===== config.mk =====
export PLATFORM = sky130hd
export DESIGN_NAME = mdrop_addr_filter
export DESIGN_NICKNAME = d
export VERILOG_FILES = /design/src/rtl/mdrop_pkg.sv /design/src/rtl/mdrop_addr_cmp.sv /design/src/rtl/mdrop_match_reg.sv /design/src/rtl/mdrop_wr_stage.sv /design/src/rtl/mdrop_addr_filter.sv
export SDC_FILE = /design/constraint.sdc
export NUM_CORES = 1
export LEC_CHECK = 0
export BUFFER_PORTS_ARGS = -buffer_cell sky130_fd_sc_hd__clkbuf_2
export CAP_MARGIN = 5
export CELL_PAD_IN_SITES_DETAIL_PLACEMENT = 1
export CELL_PAD_IN_SITES_GLOBAL_PLACEMENT = 2
export CORE_MARGIN = 1
export CORE_UTILIZATION = 22
export CTS_CLUSTER_SIZE = 20
export DETAILED_ROUTE_END_ITERATION = 10
export PLACE_DENSITY = 0.82
export SKIP_CTS_REPAIR_TIMING = 1
export SLEW_MARGIN = 10
export SYNTH_ARGS = -nofsm -noshare
export SYNTH_HDL_FRONTEND = slang
export SYNTH_HIERARCHICAL = 1
export SYNTH_SLANG_ARGS = --single-unit

===== constraint.sdc =====
create_clock -name clk_i -period 1.25 [get_ports clk_i]
set_input_delay 0.25 -clock clk_i [delete_from_list [all_inputs] [get_ports clk_i]]
set_output_delay 0.25 -clock clk_i [all_outputs]
set_load 0.02 [all_outputs]

===== src/rtl/mdrop_pkg.sv =====
package mdrop_pkg;
  typedef enum logic {
    TX_FREE  = 1'b0,
    TX_GATED = 1'b1
  } tx_mode_e;
endpackage


===== src/rtl/mdrop_addr_cmp.sv =====
module mdrop_addr_cmp #(
  parameter int DATA_W   = 8,
  parameter int NUM_ADDR = 2
) (
  input  logic [DATA_W:0]                   word_i,
  input  logic [NUM_ADDR-1:0][DATA_W-1:0]   addr_tab_i,
  output logic                              is_addr_o,
  output logic                              hit_o
);
  logic [NUM_ADDR-1:0] eq;

  for (genvar g = 0; g < NUM_ADDR; g++) begin : g_cmp
    assign eq[g] = (word_i[DATA_W-1:0] == addr_tab_i[g]);
  end

  assign is_addr_o = word_i[DATA_W];
  assign hit_o     = is_addr_o & (|eq);
endmodule


===== src/rtl/mdrop_match_reg.sv =====
module mdrop_match_reg (
  input  logic clk_i,
  input  logic rst_ni,
  input  logic load_i,
  input  logic hit_i,
  output logic en_o
);
  // only address words load; data words leave the state alone
  always_ff @(posedge clk_i or negedge rst_ni) begin
    if (!rst_ni)     en_o <= 1'b0;
    else if (load_i) en_o <= hit_i;
  end
endmodule


===== src/rtl/mdrop_wr_stage.sv =====
module mdrop_wr_stage #(
  parameter int DATA_W = 8
) (
  input  logic              clk_i,
  input  logic              rst_ni,
  input  logic              valid_i,
  input  logic              is_addr_i,
  input  logic              en_i,
  input  logic [DATA_W-1:0] data_i,
  output logic              wr_o,
  output logic [DATA_W-1:0] data_o
);
  logic pass;
  assign pass = valid_i & ~is_addr_i & en_i;

  always_ff @(posedge clk_i or negedge rst_ni) begin
    if (!rst_ni) begin
      wr_o   <= 1'b0;
      data_o <= '0;
    end else begin
      wr_o <= pass;
      if (pass) data_o <= data_i;
    end
  end
endmodule


===== src/rtl/mdrop_addr_filter.sv =====
module mdrop_addr_filter #(
  parameter int DATA_W = 8
) (
  input  logic              clk_i,
  input  logic              rst_ni,
  input  logic [DATA_W:0]   rx_word_i,
  input  logic              rx_valid_i,
  input  logic [DATA_W-1:0] ucast_addr_i,
  input  logic [DATA_W-1:0] mcast_addr_i,
  input  logic              tx_gate_i,
  output logic              fifo_wr_o,
  output logic [DATA_W-1:0] fifo_data_o,
  output logic              rx_en_o,
  output logic              tx_en_o
);
  import mdrop_pkg::*;

  localparam int NUM_ADDR = 2;

  logic [NUM_ADDR-1:0][DATA_W-1:0] addr_tab;
  logic                            is_addr;
  logic                            hit;
  tx_mode_e                        tx_mode;

  assign addr_tab = {mcast_addr_i, ucast_addr_i};
  assign tx_mode  = tx_mode_e'(tx_gate_i);

  mdrop_addr_cmp #(.DATA_W(DATA_W), .NUM_ADDR(NUM_ADDR)) u_cmp (
    .word_i     (rx_word_i),
    .addr_tab_i (addr_tab),
    .is_addr_o  (is_addr),
    .hit_o      (hit)
  );

  mdrop_match_reg u_match (
    .clk_i  (clk_i),
    .rst_ni (rst_ni),
    .load_i (rx_valid_i & is_addr),
    .hit_i  (hit),
    .en_o   (rx_en_o)
  );

  mdrop_wr_stage #(.DATA_W(DATA_W)) u_wr (
    .clk_i     (clk_i),
    .rst_ni    (rst_ni),
    .valid_i   (rx_valid_i),
    .is_addr_i (is_addr),
    .en_i      (rx_en_o),
    .data_i    (rx_word_i[DATA_W-1:0]),
    .wr_o      (fifo_wr_o),
    .data_o    (fifo_data_o)
  );

  always_comb begin
    unique case (tx_mode)
      TX_GATED: tx_en_o = rx_en_o;
      default:  tx_en_o = 1'b1;
    endcase
  end
endmodule


After elaboration in Yosys (flattened, before gate mapping)
Cells that the tools add are included.
W data, S select, Z words.
{ "totals": {"inputBits": 29, "ramBits": 0, "wordCells": 12, "reg_bits": 10, "n_memories": 0, "latch_bits": 0, "out_inout_bits": 11, "mem_bits_ro": 0} }
{ "classes": {"mul": 0, "eq_ne": 2, "div": 0, "reduce_logical": 1, "n_lt_le_gt_ge": 0, "shifts": 0, "bitwise_logic": 5, "add_sub_neg": 0, "muxes": 1} }
{ "ops": {"columns": ["cell", "count"], "rows": [
  ["$eq A8 B8 Y1", 2],
  ["$and A1 B1 Y1", 4],
  ["$reduce_or A2 Y1", 1],
  ["$mux W1", 1],
  ["$not A1 Y1", 1]
]} }

Depth between registers and ports, before layout
Gate-level depths: netlist (run 1).
{ "depth": {"depth_word": 3, "mapped_depth": 5, "depth_no_buf": 5} }

Cells and area by module
Netlist (run 1), hierarchy kept.
{ "by_module_without_submodules": {"columns": ["module", "n_inst", "cells_each", "area_each_um2"], "rows": [
  ["mdrop_wr_stage", 1, 19, 339.1],
  ["mdrop_addr_cmp", 1, 23, 185.2],
  ["mdrop_match_reg", 1, 2, 40.0],
  ["mdrop_addr_filter", 1, 2, 12.5]
]} }

Least setup slack after synthesis (run 1)
No wires, ideal clock.
{ "synth_path": {"path_type": "reg-to-reg", "start": "register u_match.en_o", "end": "register u_wr.data_o[0]", "n_path_buf": 0, "arrival_ns": 0.970, "setup_slack_ns": 0.155, "path_stages_with_launch": 3, "path_cell_list": "dfrtp_1 > nand3b_4 > mux2_2"} }
{ "synth_via": {"elab_chain_len": 1} }
{ "synth_rtl": {"columns": ["item", "line", "text"], "rows": [
  ["start, declared", "mdrop_match_reg.sv:6", "output logic en_o"],
  ["start signal, assigned", "mdrop_match_reg.sv:11", "else if (load_i) en_o <= hit_i;"],
  ["$and A1 B1 Y1", "mdrop_wr_stage.sv:14", "assign pass = valid_i & ~is_addr_i & en_i;"],
  ["end signal, assigned", "mdrop_wr_stage.sv:22", "if (pass) data_o <= data_i;"],
  ["end, declared", "mdrop_wr_stage.sv:11", "output logic [DATA_W-1:0] data_o"]
]} }
Every way passes these cells.
A chain may end at the register's enable or synchronous reset.

Worst setup path after layout (run 1)
{ "layout_path": {"start": "register u_match.en_o", "end": "output port tx_en_o"} }
{ "layout_via": {"elab_chain_len": 1} }
{ "layout_rtl": {"columns": ["item", "line", "text"], "rows": [
  ["$mux W1", "mdrop_addr_filter.sv:55", "unique case (tx_mode)"],
  ["end, declared", "mdrop_addr_filter.sv:14", "output logic tx_en_o"]
]} }
Every way passes these cells.

==> flow_metrics.env, run 1 <==
export IMPL_outcome="completed"
export IMPL_fill_cells=309
export IMPL_hold_depth=2
export IMPL_crit_path_start_kind="flip-flop"
export IMPL_synth_simple_area_share_pct=11.1
export IMPL_pwr_density_cell_nw_per_um2=864
export IMPL_vias=505
export IMPL_crit_start="u_match/en_o"
export IMPL_dieWidth_um=53.2
export IMPL_syn_area_per_cell_um2=12.5
export IMPL_root_buffer="clkbuf_4"
export IMPL_muxShareOfSynthArea_pct=18.2
export IMPL_synthCells=46
export IMPL_drc_errors=0
export IMPL_fin_nets=120
export IMPL_clk_pin_slew_ns=0.06
export IMPL_via_per_inst=4.24
export IMPL_yosysMostFrequentCell="xnor2_1"
export IMPL_synthFlopType="dfrtp_1"
export IMPL_pwr_share_clk_pct=28.7
export IMPL_syn_nets=75
export IMPL_cp_end_kind="output pin"
export IMPL_async_reset_ff_share_pct=100
export IMPL_routabilityCongestion=0.629
export IMPL_start_util_pct=23.3
export IMPL_cp_slowest_stage_delay_ns=0.44
export IMPL_clock_path_buffers=2
export IMPL_power_leakage_nw=0.462
export IMPL_maxCapViolCount=0
export IMPL_yosys_warnings=6
export IMPL_seq_power_share_pct=46.6
export IMPL_crit_chain="nand2b_4 -> buf_6"
export IMPL_grt_pass1_vias=564
export IMPL_synth_compound_area_share_pct=1.08
export IMPL_switching_share_pct=26.4
export IMPL_syn_cell_area_um2=577
export IMPL_rsz0062_at_grt="yes"
export IMPL_fin_worst_skew_ns=0.00120
export IMPL_synth_cell_types=11
export IMPL_num_rows=18
export IMPL_yosys_area_share_adder_pct=0
export IMPL_ir_drop_mv=0.373
export IMPL_holdWs_ns=0.288
export IMPL_drtIter0Drc=0
export IMPL_chipHeight_um=53.2
export IMPL_yosysSeqAreaShare_pct=43.4
export IMPL_cp_data_arrival_time_ns=0.96
export IMPL_synth_top_area_cell="dfrtp_1"
export IMPL_clk_latency_ns=0.25
export IMPL_pwr_share_comb_pct=24.8
export IMPL_antenna_found_initial=0
export IMPL_drive_gt1_share_pct=61.8
export IMPL_hold_end="u_wr/data_o[4]"
export IMPL_reg2reg_from="u_match/en_o"
export IMPL_required_ns=1.00
export IMPL_timing_rr_end="u_wr/data_o[5]"
export IMPL_final_area_um2=857
export IMPL_min_from="rx_word_i[4]"
export IMPL_worstPathMaxFanout=4
export IMPL_grt_use_total_pct=12.5
export IMPL_synth_xor_area_share_pct=24.3
export IMPL_grt_overflow_total=0
export IMPL_numCtsBuffers=3
export IMPL_r2r_cells=2
export IMPL_firstDrtPassIters=1
export IMPL_yosysTopAreaCellShare_pct=43.4
export IMPL_synth_edff_count=0
export IMPL_synth_top_family_by_area="XOR/XNOR gates"
export IMPL_tightest_slew_ns=0.267
export IMPL_cts_tree="done"
export IMPL_finalCritPeriodShare_pct=97.2
export IMPL_slew_violations=0
export IMPL_cts_sinks=10
export IMPL_regToRegSetupSlack_ns=0.18
export IMPL_top_level_ports=40
export IMPL_setup_violations_final=0
export IMPL_grt_max_degree=11
export IMPL_htree_levels=1
export IMPL_synthTopCellsByCount="xnor2_1, dfrtp_1, mux2_2"
export IMPL_io_buffers=39
export IMPL_post_route_min_period_ns=1.21
export IMPL_antennaDiodeCount=0
export IMPL_hold_viol_final=0
export IMPL_antenna_left=0
export IMPL_critical_path_class="flip-flop to output pin"
export IMPL_grt_pass1_wl_um=2390
export IMPL_relSlewSlack_pct=82.2
export IMPL_hp_class="primary input to flip-flop"
export IMPL_dpl_instance_area_um2=802
export IMPL_switching_power_w=0.000196
export IMPL_crit_slowest_cell="dfrtp_2"
export IMPL_fp_dieArea_um2=2830
export IMPL_syn2layout_area_growth_pct=48.6
export IMPL_totalWireLength_um=1500
export IMPL_hpwlAfterDp_um=1270
export IMPL_fmax_ghz=0.823
export IMPL_wl_per_cell_um=12.6
export IMPL_synth_seq_cells=10
export IMPL_p_int_w=0.000545
export IMPL_ys_top_cells_by_area="dfrtp_1, xnor2_1, mux2_2, nand4_1, nand3b_4"
export IMPL_fp_coreArea_um2=2480
[how the worst max path moves through the flow]
stage,endpoint,cells past startpoint,slack [ns]
2_1_floorplan,u_wr/data_o[0],2,0.16
3_3_place_gp,u_match/en_o,6,0.02
3_5_place_dp,u_match/en_o,6,0.005
4_1_cts,tx_en_o,2,-0.02
5_1_grt,tx_en_o,2,-0.003
6_report,tx_en_o,2,0.04
[worst max-delay path: cells and delay by family (launching register included)]
kind,cells,cell delay [ns]
buf+inv,1,0.12
flops,1,0.44
simple gates,1,0.15
[power by group through the flow]
| stage | clock, W | combinational [W] | sequential [W] |
|---|---|---|---|
| 2_1_floorplan | 0 | 0.0000713 | 0.000367 |
| 3_3_place_gp | 0 | 0.000176 | 0.000350 |
| 3_5_place_dp | 0 | 0.000178 | 0.000351 |
| 4_1_cts | 0.000227 | 0.000179 | 0.000345 |
| 5_1_grt | 0.000244 | 0.000203 | 0.000347 |
| 6_report | 0.000212 | 0.000183 | 0.000345 |
[area by class of cell]
cell class                 instances  area [um^2]  share of cell area, %
sequential                        10          251                   29.3
tap                               30         37.5                   4.38
multi-input combinational         34          323                   37.7
timing repair buffer              41          219                   25.5
inverter                           1         3.75                  0.438
clock buffer                       3         22.5                   2.63
[per-stage QoR]
step	instances	setup TNS, ns	total power, W	utilization, %	setup WS [ns]
after CTS	117	-0.0232	0.000751	33.3	-0.0232
final	119	0	0.000741	34.6	0.0353
after global placement	114	0	0.000526	32.4	0.0246
after global routing	119	-0.00293	0.000794	34.6	-0.00293
after floorplan	46	0	0.000439	-	0.155
after detailed placement	114	0	0.000529	32.4	0.00528
[layer usage]
| metal | track usage (%) | routed length, um |
|---|---|---|
| met4 | 6.58 | 9 |
| met5 | 0 | 0 |
| met1 | 13.4 | 593 |
| met3 | 4.31 | 123 |
| met2 | 21.3 | 768 |
[kinds of logic (layout without fill, tap and decap cells)]
logic type,count (synthesis),after routing
AO/OA/AOI/OAI,1,1
XOR/XNOR,16,16
buffers and inverters,2,45
AND/OR/NAND/NOR,8,8
flip-flops,10,10
multiplexers,9,9
[layout by cell type (no fill, tap or decap)]
cell,count
nand3b_4,1
nand2b_4,1
mux2_4,1
nand4_1,4
dfrtp_2,1
xnor2_1,16
dlygate4sd3_1,1
clkbuf_4,3
mux2_2,8
dfrtp_1,9
buf_6,1
o22ai_1,1
buf_4,1
clkbuf_2,38
and2_1,2
inv_1,1
[registers in the layout, indices dropped and copies added, names as in the netlist]
| name | count |
|---|---|
| u_match/en_o | 1 |
| u_wr/data_o | 8 |
| u_wr/wr_o | 1 |
Power figures use the tool's default switching activity.
==> inputs of run 2 (changes only) <==
Settings changed: CELL_PAD_IN_SITES_GLOBAL_PLACEMENT 2 to 1, CORE_UTILIZATION 22 to 28.
==> run 2 against run 1 <==
Core utilization increased by 10 points. Non-clock buffer count is the same. Die area fell by 21%. Global-route usage increased by 1.4 points. Via count shrank 0.59%. Combinational power hardly changed. Largest cell class unchanged.
==> flow_metrics.env, run 2 (synthesized netlist as in run 1, its figures left out) <==
export IMPL_antenna_left=0
export IMPL_clk_latency_ns=0.27
export IMPL_routabilityCongestion=0.749
export IMPL_crit_start="u_match/en_o"
export IMPL_grt_max_degree=11
export IMPL_switching_share_pct=25.4
export IMPL_final_common_cell="clkbuf_2"
export IMPL_fin_nets=120
export IMPL_drive_gt1_share_pct=62.2
export IMPL_regToRegSetupSlack_ns=0.08
export IMPL_dieWidth_um=47.4
export IMPL_grt_pass1_wl_um=2040
export IMPL_timing_rr_end="u_wr/data_o[0]"
export IMPL_crit_chain="nand2b_4 -> buf_6"
export IMPL_relSlewSlack_pct=82.7
export IMPL_clock_path_buffers=2
export IMPL_reg_top3="u_wr/data_o (8), u_match/en_o (1), u_wr/wr_o (1)"
export IMPL_num_rows=16
export IMPL_total_power_w=0.000819
export IMPL_instances_no_fill=117
export IMPL_worstPathMaxFanout=3
export IMPL_tns_ns=0
export IMPL_fin_worst_skew_ns=0.00329
export IMPL_final_area_um2=867
export IMPL_rsz0062_at_grt="no"
export IMPL_chipHeight_um=47.4
export IMPL_p_int_w=0.000611
export IMPL_pwr_share_clk_pct=35.8
export IMPL_tightest_slew_ns=0.259
export IMPL_syn2layout_area_growth_pct=50.3
export IMPL_htree_levels=1
export IMPL_outcome="completed"
export IMPL_regMostFlops="u_wr/data_o"
export IMPL_critical_path_class="flip-flop to output pin"
export IMPL_drtIter0Drc=2
export IMPL_hold_viol_final=0
export IMPL_seq_power_share_pct=42.0
export IMPL_crit_slowest_cell="dfrtp_2"
export IMPL_post_place_cells=111
export IMPL_ir_drop_mv=0.719
export IMPL_crit_path_start_kind="flip-flop"
export IMPL_fill_cells=240
export IMPL_clk_pin_slew_ns=0.07
export IMPL_numCtsBuffers=3
export IMPL_firstDrtPassIters=3
export IMPL_post_route_min_period_ns=1.20
export IMPL_antennaDiodeCount=0
export IMPL_hp_class="primary input to flip-flop"
export IMPL_hpwlAfterDp_um=1150
export IMPL_drc_errors=0
export IMPL_cp_data_arrival_time_ns=0.95
export IMPL_finalCritPeriodShare_pct=95.8
export IMPL_pwr_share_comb_pct=22.2
export IMPL_maxCapViolCount=0
export IMPL_via_per_inst=4.29
export IMPL_post_route_util_pct=44.7
export IMPL_r2r_cells=3
export IMPL_io_buffers=39
export IMPL_fmax_ghz=0.835
export IMPL_grt_use_total_pct=13.9
export IMPL_dpl_instance_area_um2=798
export IMPL_totalWireLength_um=1370
export IMPL_cp_slowest_stage_delay_ns=0.42
export IMPL_layout_common_cells="clkbuf_2, xnor2_1, dfrtp_1, mux2_2, nand4_1"
export IMPL_pwr_density_cell_nw_per_um2=944
export IMPL_min_from="rx_word_i[4]"
export IMPL_fp_dieArea_um2=2250
export IMPL_vias=502
export IMPL_start_util_pct=29.7
export IMPL_switching_power_w=0.000208
export IMPL_critPathCapture="tx_en_o"
export IMPL_grt_overflow_total=0
export IMPL_cts_sinks=10
export IMPL_slew_violations=0
export IMPL_wl_per_cell_um=11.7
export IMPL_setup_violations_final=0
export IMPL_antenna_found_initial=0
export IMPL_top_level_ports=40
export IMPL_required_ns=1.00
export IMPL_reg2reg_from="u_match/en_o"
export IMPL_power_leakage_nw=0.469
export IMPL_cp_end_kind="output pin"
export IMPL_root_buffer="clkbuf_4"
export IMPL_cts_tree="done"
export IMPL_grt_pass1_vias=496
export IMPL_fp_coreArea_um2=1940
export IMPL_largest_reg_flops=8
run 2: cell count changes in the layout (fill, tap and decap cells not counted):
cell | previous run | this run
clkbuf_8 | 0 | 1
run 2: cell type report:
type,count,area [um^2],area share [%]
Multi-Input combinational cell,34,323,37.2
Sequential cell,10,251,29.0
Timing Repair Buffer,41,219,25.3
Clock buffer,4,36.3,4.18
Tap cell,27,33.8,3.90
Inverter,1,3.75,0.433
run 2: worst min path at each step:
stage | cells after the start | slack [ns] | to
after CTS | 1 | -0.16 | u_match/en_o
after global routing | 2 | 0.26 | u_wr/data_o[2]
after floorplan | 0 | -0.05 | u_match/en_o
after global placement | 1 | 0.13 | u_wr/data_o[1]
after detailed placement | 1 | 0.14 | u_match/en_o
final | 2 | 0.27 | u_wr/data_o[4]
run 2: critical path, delay by kind of cell, from the launching register on:
kind	cells	cell delay [ns]
buf+inv	1	0.12
simple gates	1	0.14
flops	1	0.42
run 2: stage by stage:
stage	worst slack, ns	hold WS, ns
final	0.0526	0.270
after global routing	0.00653	0.264
after CTS	-0.0330	-0.160
after detailed placement	0.0269	0.141
after global placement	0.0479	0.131
after floorplan	0.155	-0.0456
run 2: per-layer routing:
layer	vias to the layer above	routed length [um]	global-route usage [%]
met3	0	144	7.69
met2	29	696	25.8
li1	245	-	-
met1	228	529	13.9
met4	0	0	1.71
met5	-	0	0
run 2: power by group through the flow:
stage,combinational [W],clock [W],sequential (W)
after global placement,0.000176,0,0.000349
after global routing,0.000201,0.000331,0.000346
after floorplan,0.0000713,0,0.000367
after CTS,0.000179,0.000311,0.000344
final,0.000182,0.000293,0.000344
after detailed placement,0.000178,0,0.000350
==> inputs of run 3 (changes only) <==
Settings changed: CORE_UTILIZATION 28 to 30, PLACE_DENSITY 0.82 to 0.87, RECOVER_POWER set to 50.
Clock period 1.25 ns to 1.6 ns, I/O delays scaled along.
==> run 3 against run 2 <==
Routed wire length is 7.7% higher. Global-route usage is 2.1 points higher. Final cell count decreased by 2.6%. Die area fell by 6.4%. Total power shrank 23%. Register-to-register slack better by 0.25 ns. Critical path type unchanged. Critical endpoint unchanged. Largest power group unchanged.
==> flow_metrics.env, run 3 (synthesized netlist as in run 1, its figures left out) <==
export IMPL_outcome="completed"
export IMPL_fin_nets=119
export IMPL_hp_class="primary input to flip-flop"
export IMPL_required_ns=1.28
export IMPL_via_per_inst=4.37
export IMPL_power_leakage_nw=0.437
export IMPL_crit_slowest_cell="dfrtp_1"
export IMPL_tns_ns=0
export IMPL_grt_use_total_pct=16.0
export IMPL_drive_gt1_share_pct=56.2
export IMPL_regMostFlops="u_wr/data_o"
export IMPL_numCtsBuffers=3
export IMPL_grt_overflow_total=0
export IMPL_layout_common_cells="clkbuf_2, xnor2_1, dfrtp_1, mux2_2, nand4_1"
export IMPL_relSlewSlack_pct=60.6
export IMPL_start_util_pct=32.7
export IMPL_critical_path_class="flip-flop to output pin"
export IMPL_num_rows=15
export IMPL_fin_worst_skew_ns=0.00191
export IMPL_root_buffer="clkbuf_4"
export IMPL_post_route_min_period_ns=1.29
export IMPL_dpl_instance_area_um2=796
export IMPL_hpwlAfterDp_um=1190
export IMPL_io_buffers=39
export IMPL_dieWidth_um=45.9
export IMPL_totalWireLength_um=1480
export IMPL_final_area_um2=827
export IMPL_rsz0062_at_grt="no"
export IMPL_reg_top3="u_wr/data_o (8), u_match/en_o (1), u_wr/wr_o (1)"
export IMPL_setup_violations_final=0
export IMPL_cts_tree="done"
export IMPL_hold_end="u_wr/data_o[5]"
export IMPL_critPathBufInv=1
export IMPL_slew_violations=0
export IMPL_pwr_density_cell_nw_per_um2=765
export IMPL_chipHeight_um=45.9
export IMPL_pwr_share_clk_pct=35.7
export IMPL_r2r_cells=2
export IMPL_p_int_w=0.000472
export IMPL_syn2layout_area_growth_pct=43.4
export IMPL_crit_family="flip-flops"
export IMPL_drc_errors=0
export IMPL_largest_reg_flops=8
export IMPL_regToRegSetupSlack_ns=0.33
export IMPL_drtIter0Drc=7
export IMPL_clk_latency_ns=0.26
export IMPL_grt_max_degree=11
export IMPL_reg2reg_from="u_match/en_o"
export IMPL_crit_path_start_kind="flip-flop"
export IMPL_antenna_found_initial=0
export IMPL_clk_pin_slew_ns=0.07
export IMPL_final_common_cell="clkbuf_2"
export IMPL_htree_levels=1
export IMPL_antennaDiodeCount=0
export IMPL_pwr_share_comb_pct=21.9
export IMPL_fp_coreArea_um2=1760
export IMPL_cp_end_kind="output pin"
export IMPL_fp_dieArea_um2=2100
export IMPL_top_level_ports=40
export IMPL_hold_viol_final=0
export IMPL_cp_data_arrival_time_ns=0.97
export IMPL_cts_sinks=10
export IMPL_crit_chain="nand2b_1 -> clkbuf_2"
export IMPL_ir_drop_mv=0.456
export IMPL_pre_cts_ws_ns=0.317
export IMPL_finalCritPeriodShare_pct=80.7
export IMPL_worst_slack_ns=0.308
export IMPL_seq_power_share_pct=42.5
export IMPL_maxCapViolCount=0
export IMPL_grt_pass1_vias=558
export IMPL_min_from="rx_word_i[5]"
export IMPL_firstDrtPassIters=3
export IMPL_tightest_slew_ns=0.591
export IMPL_routabilityCongestion=0.741
export IMPL_switching_power_w=0.000160
export IMPL_fmax_ghz=0.774
export IMPL_grt_pass1_wl_um=2390
export IMPL_cp_slowest_stage_delay_ns=0.41
export IMPL_wl_per_cell_um=12.9
export IMPL_clock_path_buffers=2
export IMPL_antenna_left=0
export IMPL_hold_depth=2
export IMPL_worstPathMaxFanout=4
export IMPL_switching_share_pct=25.3
export IMPL_timing_rr_end="u_wr/data_o[3]"
export IMPL_vias=498
==> run 3: worst max-delay path by stage <==
stage	startpoint	to	slack, ns	cells past startpoint
after floorplan	u_match/en_o	u_wr/data_o[0]	0.51	2
after global placement	rx_word_i[4]	u_match/en_o	0.34	6
after detailed placement	rx_word_i[4]	u_match/en_o	0.32	6
after CTS	u_match/en_o	tx_en_o	0.26	2
after global routing	u_match/en_o	u_wr/data_o[0]	0.26	2
final	u_match/en_o	tx_en_o	0.31	2
==> run 3: layer usage <==
metal  wire [um]  GRT usage, %  vias to the layer above  part of all wire, %
met1         595          18.9                      230                   40
met4           4          4.12                        0                 0.27
met3          74          2.38                        2                  5.0
met5           0             0                        -                    0
li1            -             -                      243                    -
met2         800          29.6                       23                   54
==> run 3: cell type report <==
type                       count  area, um^2
multi-input combinational     34         303
clock buffer                   4        36.3
inverter                       1        3.75
fill                         237         937
tap                           25        31.3
sequential                    10         250
timing repair buffer          40         203
==> run 3: power groups by stage <==
stage | Combinational [W] | Clock (W) | Sequential [W]
after detailed placement | 0.000138 | 0 | 0.000274
after global placement | 0.000137 | 0 | 0.000273
after global routing | 0.000152 | 0.000245 | 0.000270
final | 0.000138 | 0.000226 | 0.000269
after floorplan | 0.0000557 | 0 | 0.000287
after CTS | 0.000141 | 0.000231 | 0.000269
==> run 3: metrics by stage <==
stage               instances  power, W  utilization (%)  hold slack, ns
global route              114  0.000668             46.9           0.360
finish                    114  0.000633             46.9           0.354
detailed placement        109  0.000412             45.1           0.212
CTS                       113  0.000641             47.2         -0.0672
global placement          109  0.000411             45.1           0.202
floorplan                  46  0.000343                -          0.0244
